### src/rtl/alu_pkg.sv
package alu_pkg;

  localparam int unsigned ALU_W   = 32;
  localparam int unsigned OPSEL_W = 3;

  typedef enum logic [OPSEL_W-1:0] {
    OP_ADD  = 3'b000,
    OP_SLL  = 3'b001,
    OP_SLT  = 3'b010,
    OP_SLTU = 3'b011,
    OP_XOR  = 3'b100,
    OP_SHR  = 3'b101,
    OP_OR   = 3'b110,
    OP_AND  = 3'b111
  } alu_op_e;

endpackage

### src/rtl/alu_b_cond.sv
// Operand B preconditioning: optional inversion then optional increment.
module alu_b_cond #(
  parameter int unsigned W = 32
) (
  input  logic [W-1:0] b_i,
  input  logic         invert_i,
  input  logic         inc_i,
  output logic [W-1:0] b_o
);

  logic [W-1:0] b_flip;

  assign b_flip = b_i ^ {W{invert_i}};
  assign b_o    = b_flip + W'(inc_i);

endmodule

### src/rtl/alu_shifter.sv
// Logarithmic barrel shifter producing a left and a right shift in parallel.
module alu_shifter #(
  parameter int unsigned W       = 32,
  parameter int unsigned SHAMT_W = $clog2(W)
) (
  input  logic [W-1:0]       a_i,
  input  logic [SHAMT_W-1:0] amt_i,
  input  logic               arith_i,
  output logic [W-1:0]       left_o,
  output logic [W-1:0]       right_o
);

  logic           fill;
  logic [W-1:0]   lstage [SHAMT_W+1];
  logic [W-1:0]   rstage [SHAMT_W+1];

  assign fill      = arith_i & a_i[W-1];
  assign lstage[0] = a_i;
  assign rstage[0] = a_i;

  for (genvar k = 0; k < SHAMT_W; k++) begin : g_stage
    localparam int unsigned STEP = 1 << k;
    assign lstage[k+1] = amt_i[k] ? {lstage[k][W-1-STEP:0], {STEP{1'b0}}}
                                  : lstage[k];
    assign rstage[k+1] = amt_i[k] ? {{STEP{fill}}, rstage[k][W-1:STEP]}
                                  : rstage[k];
  end

  assign left_o  = lstage[SHAMT_W];
  assign right_o = rstage[SHAMT_W];

endmodule

### src/rtl/alu_compare.sv
// Signed and unsigned less-than from one shared borrow subtraction.
module alu_compare #(
  parameter int unsigned W = 32
) (
  input  logic [W-1:0] a_i,
  input  logic [W-1:0] b_i,
  output logic         lt_signed_o,
  output logic         lt_unsigned_o
);

  logic [W:0] diff;
  logic       sign_mismatch;

  assign diff          = {1'b0, a_i} - {1'b0, b_i};
  assign sign_mismatch = a_i[W-1] ^ b_i[W-1];

  assign lt_unsigned_o = diff[W];
  assign lt_signed_o   = sign_mismatch ? a_i[W-1] : diff[W-1];

endmodule

### src/rtl/opcond_alu.sv
module opcond_alu
  import alu_pkg::*;
#(
  parameter int unsigned W = ALU_W
) (
  input  logic [W-1:0]       a_i,
  input  logic [W-1:0]       b_i,
  input  logic [OPSEL_W-1:0] op_i,
  input  logic               arith_i,
  input  logic               b_invert_i,
  input  logic               b_inc_i,
  input  logic               zero_invert_i,
  output logic [W-1:0]       result_o,
  output logic               zero_o,
  output logic               take_o
);

  localparam int unsigned SHAMT_W = $clog2(W);

  alu_op_e      op;
  logic [W-1:0] b_c;
  logic [W-1:0] sum;
  logic [W-1:0] shl;
  logic [W-1:0] shr;
  logic         lt_s;
  logic         lt_u;

  assign op = alu_op_e'(op_i);

  alu_b_cond #(.W(W)) u_bcond (
    .b_i      (b_i),
    .invert_i (b_invert_i),
    .inc_i    (b_inc_i),
    .b_o      (b_c)
  );

  assign sum = a_i + b_c;

  alu_shifter #(.W(W), .SHAMT_W(SHAMT_W)) u_shift (
    .a_i     (a_i),
    .amt_i   (b_c[SHAMT_W-1:0]),
    .arith_i (arith_i),
    .left_o  (shl),
    .right_o (shr)
  );

  alu_compare #(.W(W)) u_cmp (
    .a_i           (a_i),
    .b_i           (b_c),
    .lt_signed_o   (lt_s),
    .lt_unsigned_o (lt_u)
  );

  always_comb begin
    unique case (op)
      OP_ADD:  result_o = sum;
      OP_SLL:  result_o = shl;
      OP_SLT:  result_o = {{(W-1){1'b0}}, lt_s};
      OP_SLTU: result_o = {{(W-1){1'b0}}, lt_u};
      OP_XOR:  result_o = a_i ^ b_c;
      OP_SHR:  result_o = shr;
      OP_OR:   result_o = a_i | b_c;
      OP_AND:  result_o = a_i & b_c;
      default: result_o = '0;
    endcase
  end

  assign zero_o = ~|result_o;
  assign take_o = zero_o ^ zero_invert_i;

endmodule

### config.mk
export PLATFORM = sky130hd
export DESIGN_NAME = opcond_alu
export DESIGN_NICKNAME = d
export VERILOG_FILES = /design/src/rtl/alu_pkg.sv /design/src/rtl/alu_b_cond.sv /design/src/rtl/alu_shifter.sv /design/src/rtl/alu_compare.sv /design/src/rtl/opcond_alu.sv
export SDC_FILE = /design/constraint.sdc
export NUM_CORES = 1
export LEC_CHECK = 0
export BUFFER_PORTS_ARGS = -buffer_cell sky130_fd_sc_hd__buf_4
export CORE_ASPECT_RATIO = 1.1
export CORE_MARGIN = 2
export CORE_UTILIZATION = 25
export DETAILED_ROUTE_END_ITERATION = 7
export SYNTH_ARGS = -nofsm -noshare
export SYNTH_HDL_FRONTEND = slang
export SYNTH_HIERARCHICAL = 1
export SYNTH_SLANG_ARGS = --single-unit
### constraint.sdc
create_clock -name vclk -period 11.42
set_clock_uncertainty 0.1 [all_clocks]
set_input_delay 2.284 -clock vclk [all_inputs]
set_output_delay 2.284 -clock vclk [all_outputs]
set_load 0.02 [all_outputs]
Word-level counts from Yosys, hierarchy flattened
Index checks and enable logic that the tools add are counted.

storage, ports and cells
  bits in registers = 0
  input bits = 71
  output and inout bits = 34
  logic and storage cells = 32

operators by class
  add/sub/neg operators = 3
  eq/ne operators = 7
  multiplexer cells = 12
  bitwise gates (word level) = 7
  reduce and logical (&&, ||, !) cells = 3

operator list
  operator            number
  $mux 32             10
  $pmux 32 s8         1
  $xor 32x32->32      2
  $sub 32x32->33      1
  $add 32x1->32       1
  $add 32x32->32      1
  $and 32x32->32      1
  $or 32x32->32       1
  $reduce_or 32->1    1
  $eq 3x3->1 const B  4
  $eq 3x2->1 const B  2
  $eq 3x1->1 const B  1
  $logic_not 3->1     1
  $xor 1x1->1         2
  $and 1x1->1         1
  $logic_not 1->1     1
  $mux 1              1

Longest topological paths before layout
  word-level depth = 11
  depth in mapped cells = 29
  mapped depth without buffers = 25

Modules after synthesis
The synthesis kept the hierarchy.

modules (own cells, without submodules)
  module       times used  cells each  area each (µm²)  sequential area each (µm²)
  opcond_alu   1           617         4324.1           0.0
  alu_shifter  1           481         4170.2           0.0
  alu_b_cond   1           216         1629.1           0.0
  alu_compare  1           108         813.3            0.0

Worst setup path after synthesis
OpenSTA, ideal clock, no wires.

  path type = input -> output
  from = input port b_invert_i
  to = output port take_o
  arrival time = 8.506 ns
  required time = 9.036 ns
  path slack = 0.530 ns
  stages on the path = 28
  path buffers = 4
  path through = buf_2 > buf_6 > buf_2 > buf_2 > xor2_1 > ha_1 > nor4bb_1 > a31o_2 > nand4_2 > nor3_1 > xnor2_1 > inv_1 > ha_1 > nand4_1 > nor3_1 > nand4_1 > nand4b_1 > a21oi_1 > fa_1 > mux4_2 > mux2_2 > nand4b_4 > nor4_2 > o2111ai_1 > or4_1 > nor4_2 > nor4b_4 > xor2_1

on the way
  elaborated cells on any way between the ends = 23
  classes of those cells = 3 x add/sub; 12 x mux; 6 x bitwise; 2 x reduce/logical

RTL lines
  element           RTL line           text
  from (decl)       opcond_alu.sv:10   input logic b_invert_i,
  $xor 32x32->32    alu_b_cond.sv:13   assign b_flip = b_i ^ {W{invert_i}};
  $add 32x1->32     alu_b_cond.sv:14   assign b_o = b_flip + W'(inc_i);
  net b_c[21]       opcond_alu.sv:21   logic [W-1:0] b_c;
  $sub 32x32->33    alu_compare.sv:14  assign diff = {1'b0, a_i} - {1'b0, b_i};
  $mux 1            alu_compare.sv:18  assign lt_signed_o = sign_mismatch ? a_i[W-1] : diff[W-1];
  net lt_s          opcond_alu.sv:25   logic lt_s;
  $pmux 32 s8       opcond_alu.sv:55   unique case (op)
  net result_o[0]   opcond_alu.sv:13   output logic [W-1:0] result_o,
  $reduce_or 32->1  opcond_alu.sv:68   assign zero_o = ~|result_o;
  $logic_not 1->1   opcond_alu.sv:68
  net zero_o        opcond_alu.sv:14   output logic zero_o,
  $xor 1x1->1       opcond_alu.sv:69   assign take_o = zero_o ^ zero_invert_i;
  to (decl)         opcond_alu.sv:15   output logic take_o

The timed path passes the listed nets, and every way through them passes these cells.

Worst setup path in the final report
  from = input port b_invert_i
  to = output port take_o

on the way
  elaborated cells on any way between the ends = 23
  classes of those cells = 3 x add/sub; 12 x mux; 6 x bitwise; 2 x reduce/logical

RTL lines
  element           RTL line
  $xor 32x32->32    alu_b_cond.sv:13
  $add 32x1->32     alu_b_cond.sv:14
  net b_c[21]       opcond_alu.sv:21
  $sub 32x32->33    alu_compare.sv:14
  $mux 1            alu_compare.sv:18
  net lt_s          opcond_alu.sv:25
  $pmux 32 s8       opcond_alu.sv:55
  $reduce_or 32->1  opcond_alu.sv:68
  $logic_not 1->1   opcond_alu.sv:68
  $xor 1x1->1       opcond_alu.sv:69

The timed path passes the listed nets, and every way through them passes these cells.

==> reports/results.tsv <==
metric	value	unit
Setup violations, final	0	
worst setup margin	0.334	ns
n_diodes	0	
adder-cell share of the synthesized area	11.5	%
layout cells sized above 1	19.8	%
initial drt markers	1408	
Mapped Cells	1422	
post-layout util	27.9	%
slowest library cell on the worst path	or4_1	
Die H	223	um
DIE AREA	45400	sq um
Slew Viols, Final	0	
Hold Violations, Final	0	
WP data required	9.04	ns
setup TNS	0	ns
Synth area leader	mux4_2	
via count	12039	
Synth Cell Area	10900	sq um
final net count	1608	
Synth Area per Inst	7.69	sq um
worst-path fanout max	19	
register area	0	sq um
num rows	80	
DP Wirelength	40300	um
Synth area leaders	mux4_2 (14%), ha_1 (11%), mux2i_1 (7.0%)	
GR Overflow Total	0	
leakage power	4.92	nW
DP Area	12000	sq um
max incr delay on CP	0.49	ns
sequential area share after synthesis	0	%
Avg WL per Cell	25.3	um
Placement Setup Slack	0.299	ns
Cell Pwr Density	91.7	nW/um^2
Setup crit end kind	primary output	
maximum vdd drop	0.0550	mV
Worst Setup Start Kind	primary input	
Compound-Gate Fraction of Synth Area	26.3	%
Hold Crit Class	in -> out	
Routed WL	50900	um
Buf/Inv on CP	3	
RSZ-0062 raised after global routing	false	
Via density	5.99	
first-pass GRT wire length	75500	um
Fmax	90.2	MHz
Port Buffers	105	
I/O Pins	105	
area delta synth->final	10.3	%
initial antenna violation count	0	
Detail Route Antenna Nets	0	
Relative slew margins	28.1	%
Synth top area share	13.6	%
post-synthesis mux area share	25.2	%
largest net degree at the start of global routing	72	
gr usage total	21.6	%
simple logic cell fraction of the synthesized area	20.2	%
post-synthesis xor/xnor area fraction	6.23	%
core region area	43200	sq um
crit path DAT	8.70	ns
max-cap violations	0	
CP Class	in -> out	
Chip Width	203	um
Tightest Pin Transition	1.07	ns
status	finished clean	
clock buf count	0	
Netlist cell types	120	
DRC errors left	0	
number of sequential cells	0	
family with the most delay on the worst path	simple AND/OR/NAND/NOR gates	
hold buffer count at CTS	0	
1st-pass router iterations	6	
Initial Util	25.3	%
final worst path period need	11.09	ns
largest family of logic cells by synthesized area	compound AO/OA/AOI/OAI gates	
syn nets	1592	
Synth warnings	6	
vias in the first global route	11426	
period utilisation layout	97.1	%
Design Area, Final	12100	sq um
RePlAce Congestion	0.990	
[per-stage QoR]
stage / cells / power [mW] / hold slack (ns)
floorplan: 1422 / 0.734 / 4.60
global placement: 2008 / 1.07 / 4.75
detailed placement: 2008 / 1.08 / 4.75
CTS: 2008 / 1.08 / 4.76
global route: 2010 / 1.17 / 4.76
finish: 2010 / 1.11 / 4.75
[cells in the final DEF, fill, tap and decap left out, types with 11 or more instances in the layout]
master and count:
nor3_1 29, mux2_2 21, a21o_1 17, xnor2_1 51, a22oi_1 23, buf_4 128
nor2_1 87, o21ai_1 12, o21ai_0 62, o21a_1 14, nand3_1 30, ha_1 95
nand4_1 28, nand2_1 108, o211ai_1 14, xor2_1 22, a21oi_1 80, nand2b_1 20
mux2i_1 76, o22ai_1 21, a211oi_1 14, a31oi_1 13, nor2b_1 12, inv_1 126
mux4_2 66, o221ai_1 11
[timing repair]
| item | in CTS | in global routing |
|---|---|---|
| endpoints found under the setup margin | 0 | 1 |
| buffers inserted | 0 | 2 |
| resized for setup | 0 | 1 |
[path summary, 6_finish.rpt]
kind | startpoint | endpoint | slack, ns | depth (start not counted)
max | b_invert_i | take_o | 0.33 | 26
min | zero_invert_i | take_o | 4.75 | 3
[routing by layer]
| layer | vias up | GRT usage [%] | wire [um] |
|---|---|---|---|
| met2 | 657 | 34.4 | 22600 |
| met1 | 5915 | 28.8 | 21100 |
| met3 | 102 | 3.05 | 4500 |
| met4 | 0 | 9.54 | 2660 |
| li1 | 5365 | - | - |
| met5 | - | 0 | 0 |
[Yosys cell counts, types with 7 or more instances]
cell type  number
a22oi_1        23
o22ai_1        21
a21oi_1        80
mux2i_1        76
a22o_1          9
mux4_2         66
mux2_4          7
clkbuf_1       51
inv_1         126
mux2_2         21
a211oi_1       14
nor2b_1        12
o21ai_0        62
buf_4           9
nand3_1        30
buf_6          10
o211ai_1       14
buf_2          31
a21o_1         17
or3_1           9
o31ai_1        10
nand2_1       108
nand4_1        28
nand3b_1        9
o21a_1         14
nor3_1         30
o21ai_1        12
ha_1           97
a31oi_1        13
nor3b_1         9
buf_1          11
a221oi_1        8
o221ai_1       11
nand2b_1       20
mux2_1          9
a32oi_1        10
xnor2_1        54
xor2_1         22
nor2_1         87
[layout make-up]
type / count / area, sq um
Tap cell: 574 / 718
Multi-Input combinational cell: 1172 / 9820
Timing Repair Buffer: 131 / 1020
Inverter: 133 / 504
Fill cell: 4768 / 31200
[where the power goes]
| part | total [mW] | leakage [nW] | switching [mW] | internal (mW) |
|---|---|---|---|---|
| Sequential | 0 | 0 | 0 | 0 |
| Clock | 0 | 0 | 0 | 0 |
| Combinational | 1.11 | 4.92 | 0.682 | 0.424 |
| Total | 1.11 | 4.92 | 0.682 | 0.424 |
[logic make-up after synthesis]
group | count (synthesis)
AND/OR/NAND/NOR | 411
AO/OA/AOI/OAI | 403
buffers and inverters | 250
multiplexers | 182
adder cells (fa/ha/maj) | 99
XOR/XNOR | 77
No activity file was read; power rests on OpenSTA's default activity.
